File: src/rtl/fseq_pkg.sv
package fseq_pkg;
   localparam logic [2:0] OP_RDID = 3'd0;
   localparam logic [2:0] OP_WREN = 3'd1;
   localparam logic [2:0] OP_SECT = 3'd2;
   localparam logic [2:0] OP_BLK  = 3'd3;
   localparam logic [2:0] OP_CHIP = 3'd4;

   localparam logic [2:0] E_OK      = 3'd0;
   localparam logic [2:0] E_NORESP  = 3'd1;
   localparam logic [2:0] E_NOTFND  = 3'd2;
   localparam logic [2:0] E_UNSUP   = 3'd3;
   localparam logic [2:0] E_TIMEOUT = 3'd4;
   localparam logic [2:0] E_BADOP   = 3'd5;

   localparam logic [7:0] C_WREN = 8'h06;
   localparam logic [7:0] C_STAT = 8'h05;
   localparam logic [7:0] C_RDID = 8'h9F;
   localparam logic [7:0] C_SECT = 8'h20;
   localparam logic [7:0] C_BLK  = 8'hD8;
   localparam logic [7:0] C_CHIP = 8'hC7;

   localparam int WIP_BIT = 0;
   localparam int WEL_BIT = 1;

   typedef enum logic [3:0] {
      S_IDLE, S_RDID, S_IPOLL, S_IWAIT, S_WREN,
      S_WCHK, S_ERASE, S_EPOLL, S_EWAIT
   } seq_st_e;
endpackage

File: src/rtl/fseq_shifter.sv
module fseq_shifter #(
   parameter int CLK_DIV = 2
) (
   input  logic        clk,
   input  logic        rst_n,
   input  logic        start,
   input  logic [7:0]  opc,
   input  logic [23:0] adr,
   input  logic [5:0]  nbits,
   output logic        busy,
   output logic        fin,
   output logic [23:0] rx,
   output logic        sck,
   output logic        cs_n,
   output logic        mosi,
   input  logic        miso
);
   typedef enum logic [1:0] {SH_IDLE, SH_LO, SH_HI, SH_GAP} sh_st_e;

   sh_st_e      st;
   logic [31:0] tx;
   logic [5:0]  left;
   logic        half_done;

   generate
      if (CLK_DIV < 1) begin : g_bad_div
         $error("fseq_shifter: CLK_DIV must be at least 1");
      end
      if (CLK_DIV == 1) begin : g_nodiv
         assign half_done = 1'b1;
      end else begin : g_div
         localparam int DW = $clog2(CLK_DIV);
         logic [DW-1:0] dcnt;
         always_ff @(posedge clk or negedge rst_n) begin
            if (!rst_n)                        dcnt <= '0;
            else if (st == SH_IDLE || half_done) dcnt <= '0;
            else                               dcnt <= dcnt + 1'b1;
         end
         assign half_done = (dcnt == DW'(CLK_DIV - 1));
      end
   endgenerate

   always_ff @(posedge clk or negedge rst_n) begin
      if (!rst_n) begin
         st   <= SH_IDLE;
         tx   <= '0;
         left <= '0;
         rx   <= '0;
         sck  <= 1'b0;
         cs_n <= 1'b1;
         fin  <= 1'b0;
      end else begin
         fin <= 1'b0;
         case (st)
            SH_IDLE: if (start) begin
               tx   <= {opc, adr};
               left <= nbits;
               cs_n <= 1'b0;
               st   <= SH_LO;
            end
            SH_LO: if (half_done) begin
               sck <= 1'b1;
               rx  <= {rx[22:0], miso};
               st  <= SH_HI;
            end
            SH_HI: if (half_done) begin
               sck  <= 1'b0;
               tx   <= {tx[30:0], 1'b0};
               left <= left - 1'b1;
               if (left == 6'd1) begin
                  cs_n <= 1'b1;
                  st   <= SH_GAP;
               end else begin
                  st <= SH_LO;
               end
            end
            SH_GAP: if (half_done) begin
               fin <= 1'b1;
               st  <= SH_IDLE;
            end
            default: st <= SH_IDLE;
         endcase
      end
   end

   assign busy = (st != SH_IDLE);
   assign mosi = tx[31];

   a_r2_sck_low_when_deselected: assert property (@(posedge clk) disable iff (!rst_n)
      cs_n |-> !sck);
   a_r2_start_only_when_free: assert property (@(posedge clk) disable iff (!rst_n)
      start |-> !busy);
endmodule

File: src/rtl/fseq_pollcnt.sv
module fseq_pollcnt #(
   parameter int CW = 12
) (
   input  logic          clk,
   input  logic          rst_n,
   input  logic          load,
   input  logic [CW-1:0] budget,
   input  logic          dec,
   output logic          last
);
   logic [CW-1:0] cnt;

   always_ff @(posedge clk or negedge rst_n) begin
      if (!rst_n)    cnt <= '0;
      else if (load) cnt <= budget + 1'b1;
      else if (dec)  cnt <= cnt - 1'b1;
   end

   assign last = (cnt == CW'(1));

   a_r8_no_underflow: assert property (@(posedge clk) disable iff (!rst_n)
      dec |-> (cnt > CW'(1)));
endmodule

File: src/rtl/fseq_iddec.sv
module fseq_iddec #(
   parameter int IDW = 24
) (
   input  logic [IDW-1:0] raw,
   output logic           no_resp,
   output logic           unsup,
   output logic [7:0]     cap
);
   generate
      if (IDW != 24) begin : g_bad_idw
         $error("fseq_iddec: IDW must be 24");
      end
   endgenerate

   assign no_resp = (raw == '0) || (&raw);
   assign unsup   = (raw[11:8] != 4'h0);
   assign cap     = raw[7:0];
endmodule

File: src/rtl/flash_erase_seq.sv
module flash_erase_seq
   import fseq_pkg::*;
#(
   parameter int ADDR_W  = 32,
   parameter int CLK_DIV = 2,
   parameter int IDLE_MS = 200,
   parameter int SECT_MS = 500,
   parameter int BLK_MS  = 1000,
   parameter int CHIP_MS = 4000
) (
   input  logic              clk,
   input  logic              rst_n,
   input  logic              tick_ms,
   input  logic              req,
   input  logic [2:0]        op,
   input  logic [ADDR_W-1:0] addr,
   output logic              busy,
   output logic              done,
   output logic [2:0]        err,
   output logic [23:0]       id_out,
   output logic [7:0]        cap_log2,
   output logic              sck,
   output logic              cs_n,
   output logic              mosi,
   input  logic              miso
);
   localparam int MAX_AB = (IDLE_MS > SECT_MS) ? IDLE_MS : SECT_MS;
   localparam int MAX_CD = (BLK_MS > CHIP_MS) ? BLK_MS : CHIP_MS;
   localparam int MAX_MS = (MAX_AB > MAX_CD) ? MAX_AB : MAX_CD;
   localparam int CW     = $clog2(MAX_MS + 2);

   generate
      if (ADDR_W < 24) begin : g_bad_addr
         $error("flash_erase_seq: ADDR_W must be at least 24");
      end
      if (IDLE_MS < 1 || SECT_MS < 1 || BLK_MS < 1 || CHIP_MS < 1) begin : g_bad_budget
         $error("flash_erase_seq: every budget must be at least 1");
      end
   endgenerate

   seq_st_e       st;
   logic [2:0]    op_q;
   logic [23:0]   addr_q;
   logic          sh_start, sh_busy, sh_fin;
   logic [7:0]    fr_opc;
   logic [5:0]    fr_bits;
   logic [23:0]   sh_rx;
   logic          pc_load, pc_dec, pc_last;
   logic [CW-1:0] pc_val, erase_bud;
   logic          id_nr, id_uns;
   logic [7:0]    id_cap;
   logic [7:0]    erase_opc;
   logic [5:0]    erase_bits;
   logic          addr_unused;

   assign addr_unused = ^addr;

   fseq_shifter #(.CLK_DIV(CLK_DIV)) u_shift (
      .clk(clk), .rst_n(rst_n), .start(sh_start), .opc(fr_opc), .adr(addr_q),
      .nbits(fr_bits), .busy(sh_busy), .fin(sh_fin), .rx(sh_rx),
      .sck(sck), .cs_n(cs_n), .mosi(mosi), .miso(miso));

   fseq_pollcnt #(.CW(CW)) u_poll (
      .clk(clk), .rst_n(rst_n), .load(pc_load), .budget(pc_val),
      .dec(pc_dec), .last(pc_last));

   fseq_iddec #(.IDW(24)) u_iddec (
      .raw(sh_rx), .no_resp(id_nr), .unsup(id_uns), .cap(id_cap));

   always_comb begin
      case (op_q)
         OP_SECT: begin erase_bud = CW'(SECT_MS); erase_opc = C_SECT; erase_bits = 6'd32; end
         OP_BLK:  begin erase_bud = CW'(BLK_MS);  erase_opc = C_BLK;  erase_bits = 6'd32; end
         default: begin erase_bud = CW'(CHIP_MS); erase_opc = C_CHIP; erase_bits = 6'd8;  end
      endcase
      pc_load = (st == S_IDLE && req && op >= OP_WREN && op <= OP_CHIP) ||
                (st == S_ERASE && sh_fin);
      pc_val  = (st == S_IDLE) ? CW'(IDLE_MS) : erase_bud;
      pc_dec  = (st == S_IWAIT || st == S_EWAIT) && tick_ms;
   end

   always_ff @(posedge clk or negedge rst_n) begin
      if (!rst_n) begin
         st       <= S_IDLE;
         op_q     <= OP_RDID;
         addr_q   <= '0;
         sh_start <= 1'b0;
         fr_opc   <= '0;
         fr_bits  <= '0;
         done     <= 1'b0;
         err      <= E_OK;
         id_out   <= '0;
         cap_log2 <= '0;
      end else begin
         sh_start <= 1'b0;
         done     <= 1'b0;
         case (st)
            S_IDLE: if (req) begin
               op_q   <= op;
               addr_q <= addr[23:0];
               if (op == OP_RDID) begin
                  fr_opc <= C_RDID; fr_bits <= 6'd32; sh_start <= 1'b1;
                  st <= S_RDID;
               end else if (op <= OP_CHIP) begin
                  fr_opc <= C_STAT; fr_bits <= 6'd16; sh_start <= 1'b1;
                  st <= S_IPOLL;
               end else begin
                  done <= 1'b1; err <= E_BADOP;
               end
            end
            S_RDID: if (sh_fin) begin
               done   <= 1'b1;
               id_out <= sh_rx;
               st     <= S_IDLE;
               if (id_nr) begin
                  err <= E_NORESP; cap_log2 <= '0;
               end else if (id_uns) begin
                  err <= E_UNSUP; cap_log2 <= '0;
               end else begin
                  err <= E_OK; cap_log2 <= id_cap;
               end
            end
            S_IPOLL: if (sh_fin) begin
               if (!sh_rx[WIP_BIT]) begin
                  fr_opc <= C_WREN; fr_bits <= 6'd8; sh_start <= 1'b1;
                  st <= S_WREN;
               end else if (pc_last) begin
                  done <= 1'b1; err <= E_TIMEOUT; st <= S_IDLE;
               end else begin
                  st <= S_IWAIT;
               end
            end
            S_IWAIT: if (tick_ms) begin
               fr_opc <= C_STAT; fr_bits <= 6'd16; sh_start <= 1'b1;
               st <= S_IPOLL;
            end
            S_WREN: if (sh_fin) begin
               fr_opc <= C_STAT; fr_bits <= 6'd16; sh_start <= 1'b1;
               st <= S_WCHK;
            end
            S_WCHK: if (sh_fin) begin
               if (!sh_rx[WEL_BIT]) begin
                  done <= 1'b1; err <= E_NOTFND; st <= S_IDLE;
               end else if (op_q == OP_WREN) begin
                  done <= 1'b1; err <= E_OK; st <= S_IDLE;
               end else begin
                  fr_opc <= erase_opc; fr_bits <= erase_bits; sh_start <= 1'b1;
                  st <= S_ERASE;
               end
            end
            S_ERASE: if (sh_fin) begin
               fr_opc <= C_STAT; fr_bits <= 6'd16; sh_start <= 1'b1;
               st <= S_EPOLL;
            end
            S_EPOLL: if (sh_fin) begin
               if (!sh_rx[WIP_BIT]) begin
                  done <= 1'b1; err <= E_OK; st <= S_IDLE;
               end else if (pc_last) begin
                  done <= 1'b1; err <= E_TIMEOUT; st <= S_IDLE;
               end else begin
                  st <= S_EWAIT;
               end
            end
            S_EWAIT: if (tick_ms) begin
               fr_opc <= C_STAT; fr_bits <= 6'd16; sh_start <= 1'b1;
               st <= S_EPOLL;
            end
            default: st <= S_IDLE;
         endcase
      end
   end

   assign busy = (st != S_IDLE);

   a_r11_done_single_cycle: assert property (@(posedge clk) disable iff (!rst_n)
      done |=> !done);
   a_r10_spi_only_while_busy: assert property (@(posedge clk) disable iff (!rst_n)
      !cs_n |-> busy);
endmodule

File: config.mk
export PLATFORM = sky130hd
export DESIGN_NAME = flash_erase_seq
export DESIGN_NICKNAME = d
export VERILOG_FILES = /design/src/rtl/fseq_pkg.sv /design/src/rtl/fseq_shifter.sv /design/src/rtl/fseq_pollcnt.sv /design/src/rtl/fseq_iddec.sv /design/src/rtl/flash_erase_seq.sv
export SDC_FILE = /design/constraint.sdc
export NUM_CORES = 1
export LEC_CHECK = 0
export BUFFER_PORTS_ARGS = -buffer_cell sky130_fd_sc_hd__buf_2
export CORE_ASPECT_RATIO = 1.1
export CORE_UTILIZATION = 50
export DETAILED_ROUTE_END_ITERATION = 12
export PLACE_DENSITY = 0.71
export SYNTH_ARGS = -nofsm -noshare
export SYNTH_HDL_FRONTEND = slang
export SYNTH_HIERARCHICAL = 1
export SYNTH_SLANG_ARGS = --single-unit
File: constraint.sdc
create_clock -name clk -period 3 [get_ports clk]
set_input_delay 0.15 -clock clk [delete_from_list [all_inputs] [get_ports clk]]
set_output_delay 0.15 -clock clk [all_outputs]
set_load 0.05 [all_outputs]
==> metrics <==
number of core rows 47; pin count of the biggest net entering global routing 75; Finished Layout Cells 1,070; Antenna diodes 0; fin nets 906; Slew Viols, Final 0; FF-to-FF Start st[3]$_DFFE_PN0P_; min-delay src op[1]; PnR worst setup slack 0.443 ns; Worst path slowest cell or4b_1; Fin Setup TNS 0 ns; DIE WIDTH 121 um; Via Count 5,757; DRT Wirelength 16,000 um; clk_skew 0.0137 ns; # DRC 0; Pwr Total 9.19 mW; Starting Density 0.518; crit path DAT 2.86 ns; Post-CTS Setup Inserts 0; hpwl dp 10,600 um; worst hold slack 0.0210 ns; Final period util 0.852; Cell Chain, Critical Path nor4b_2, o21ai_1, inv_1, or4b_1, nor4b_4, xnor2_1, mux2i_1; first-pass GRT wire length 27,100 um; Critical Path End Type flop; CTS tree done; Fin. Hold Viols 0; CP peak stage delay 0.64 ns; Detailed Routing Iterations Pass 1 5; area post-placement 0.00831 sq mm; outcome complete, no violations; Die ar. 0.0162 sq mm; Synth Instances 770; P_leak 4.41 nW; Clock Pin Slew Worst Setup and Hold Paths 0.07 ns; Crit. Startpoint st[3]$_DFFE_PN0P_; CP max FO 11; # IOs 80; WS Path Type flop to flop; Max-Cap Viols 0; flop2flop setup slack 0.44 ns; worst-margin pin slew 1.19 ns; Max IR drop VDD 0.000700 V; vias in the first global route 5,592; drt via density 5.38; initial antenna violation count 0; dpl cells 1,012; Mapped Area 0.00785 sq mm; unrepaired setup endpoints after global routing false; ANT nets after route 0; Hold Crit Class input pin to flop; Worst Path Required 3.31 ns; PostCTS Resize Cnt 0; min Tclk post-route 2.56 ns; Placer Congestion 0.844; routed len/inst 15.0 um; total global-route track usage 0.212; Port Buffers 71; share of layout cells above drive strength 1 0.235; # clock sinks 158; Die Ht 133 um; worst-skew pair later-pin latency 0.43 ns; Ys Warns 6; Longest Clk Path Bufs 2; design area 0.00918 sq mm; Slew headroom 0.198; Setup Viol. Count Final 0; Pwr per Cell Area 1000 mW/mm^2; pre-CTS setup slack 0.455 ns; area grow syn2layout 16.9%; Hold-fix buffers, CTS 26; Syn Area/Cell 10.2 sq um; Root Driver clkbuf_16; GR Overflow Total 0; Num CTS Buffers 17; highest achievable clock rate 0.391 GHz; Util after Layout 0.605; crit start category flop; Core ar. 0.0152 sq mm; Initial DRC Count 423; number of H-tree levels 4
-- sequential cells by signal (all words and copies together), names as in the netlist, 2 cells and up --
signal and flops:
addr_q 24, id_out 24, u_shift/left 6, u_shift/tx 32, u_shift/st 2, err 3
fr_bits 3, fr_opc 7, u_poll/cnt 12, cap_log2 8, op_q 3, u_shift/rx 24
st 4
-- final timing paths --
check / to / cells past startpoint
max in group asynchronous: u_shift/rx[13]$_DFFE_PN0P_ / 3
worst max-delay path: u_poll/cnt[7]$_DFFE_PN0P_ / 7
worst min register to register: cap_log2[1]$_DFFE_PN0P_ / 2
worst max register to register: u_poll/cnt[7]$_DFFE_PN0P_ / 7
min in group asynchronous: addr_q[2]$_DFFE_PN0P_ / 2
worst min-delay path: op_q[1]$_DFFE_PN0P_ / 2
-- metal layers --
metal,up-vias,wire length (um),track usage,share of wire
li1,2818,-,-,-
met1,2806,7650,0.284,0.48
met2,110,7520,0.339,0.47
met3,23,606,0.0479,0.038
met4,0,235,0.0700,0.015
met5,-,0,0,0
-- where the power goes --
part / leakage, nW / internal (mW) / switching, mW / total (mW)
logic: 2.14 / 1.53 / 2.00 / 3.52
registers: 1.98 / 2.88 / 0.602 / 3.48
clock network: 0.296 / 1.21 / 0.968 / 2.18
total: 4.41 / 5.62 / 3.57 / 9.19
-- final cells by class --
type	instances	area, sq um
Timing Repair Buffer	114	762
Inverter	19	71.3
Clock inverter	14	165
Multi-Input combinational cell	551	3540
Fill cell	1261	6000
Tap cell	196	245
Clock buffer	18	439
Sequential cell	158	3960
-- layout by cell type (no fill, tap or decap), types with 3 or more instances in the layout --
cell type,n
xor2_1,12
mux2_4,27
a21oi_1,13
nand3_1,17
nor2_1,58
mux2_1,4
mux2i_1,8
inv_6,3
nor3_1,11
mux2_2,30
and3_1,6
o21a_1,3
and2_1,6
xnor2_1,8
conb_1,16
clkbuf_16,17
dfrtp_1,157
nand2b_1,5
a22oi_1,3
a31oi_1,34
or3_1,3
nand4_1,11
nor2b_1,6
buf_4,16
nor4_2,3
inv_8,6
ha_1,5
buf_2,70
inv_1,18
nand2_1,168
or4_1,5
dlygate4sd3_1,26
o21ai_0,27
-- worst max-delay path: cells and delay by family, from the launching register on --
kind / cells / cell delay, ns
buffers and inverters: 1 / 0.17
XOR/XNOR: 1 / 0.14
flip-flops: 1 / 0.56
multiplexers: 1 / 0.08
AO/OA/AOI/OAI: 1 / 0.16
AND/OR/NAND/NOR: 3 / 1.33
Power figures use the tool's default switching activity.
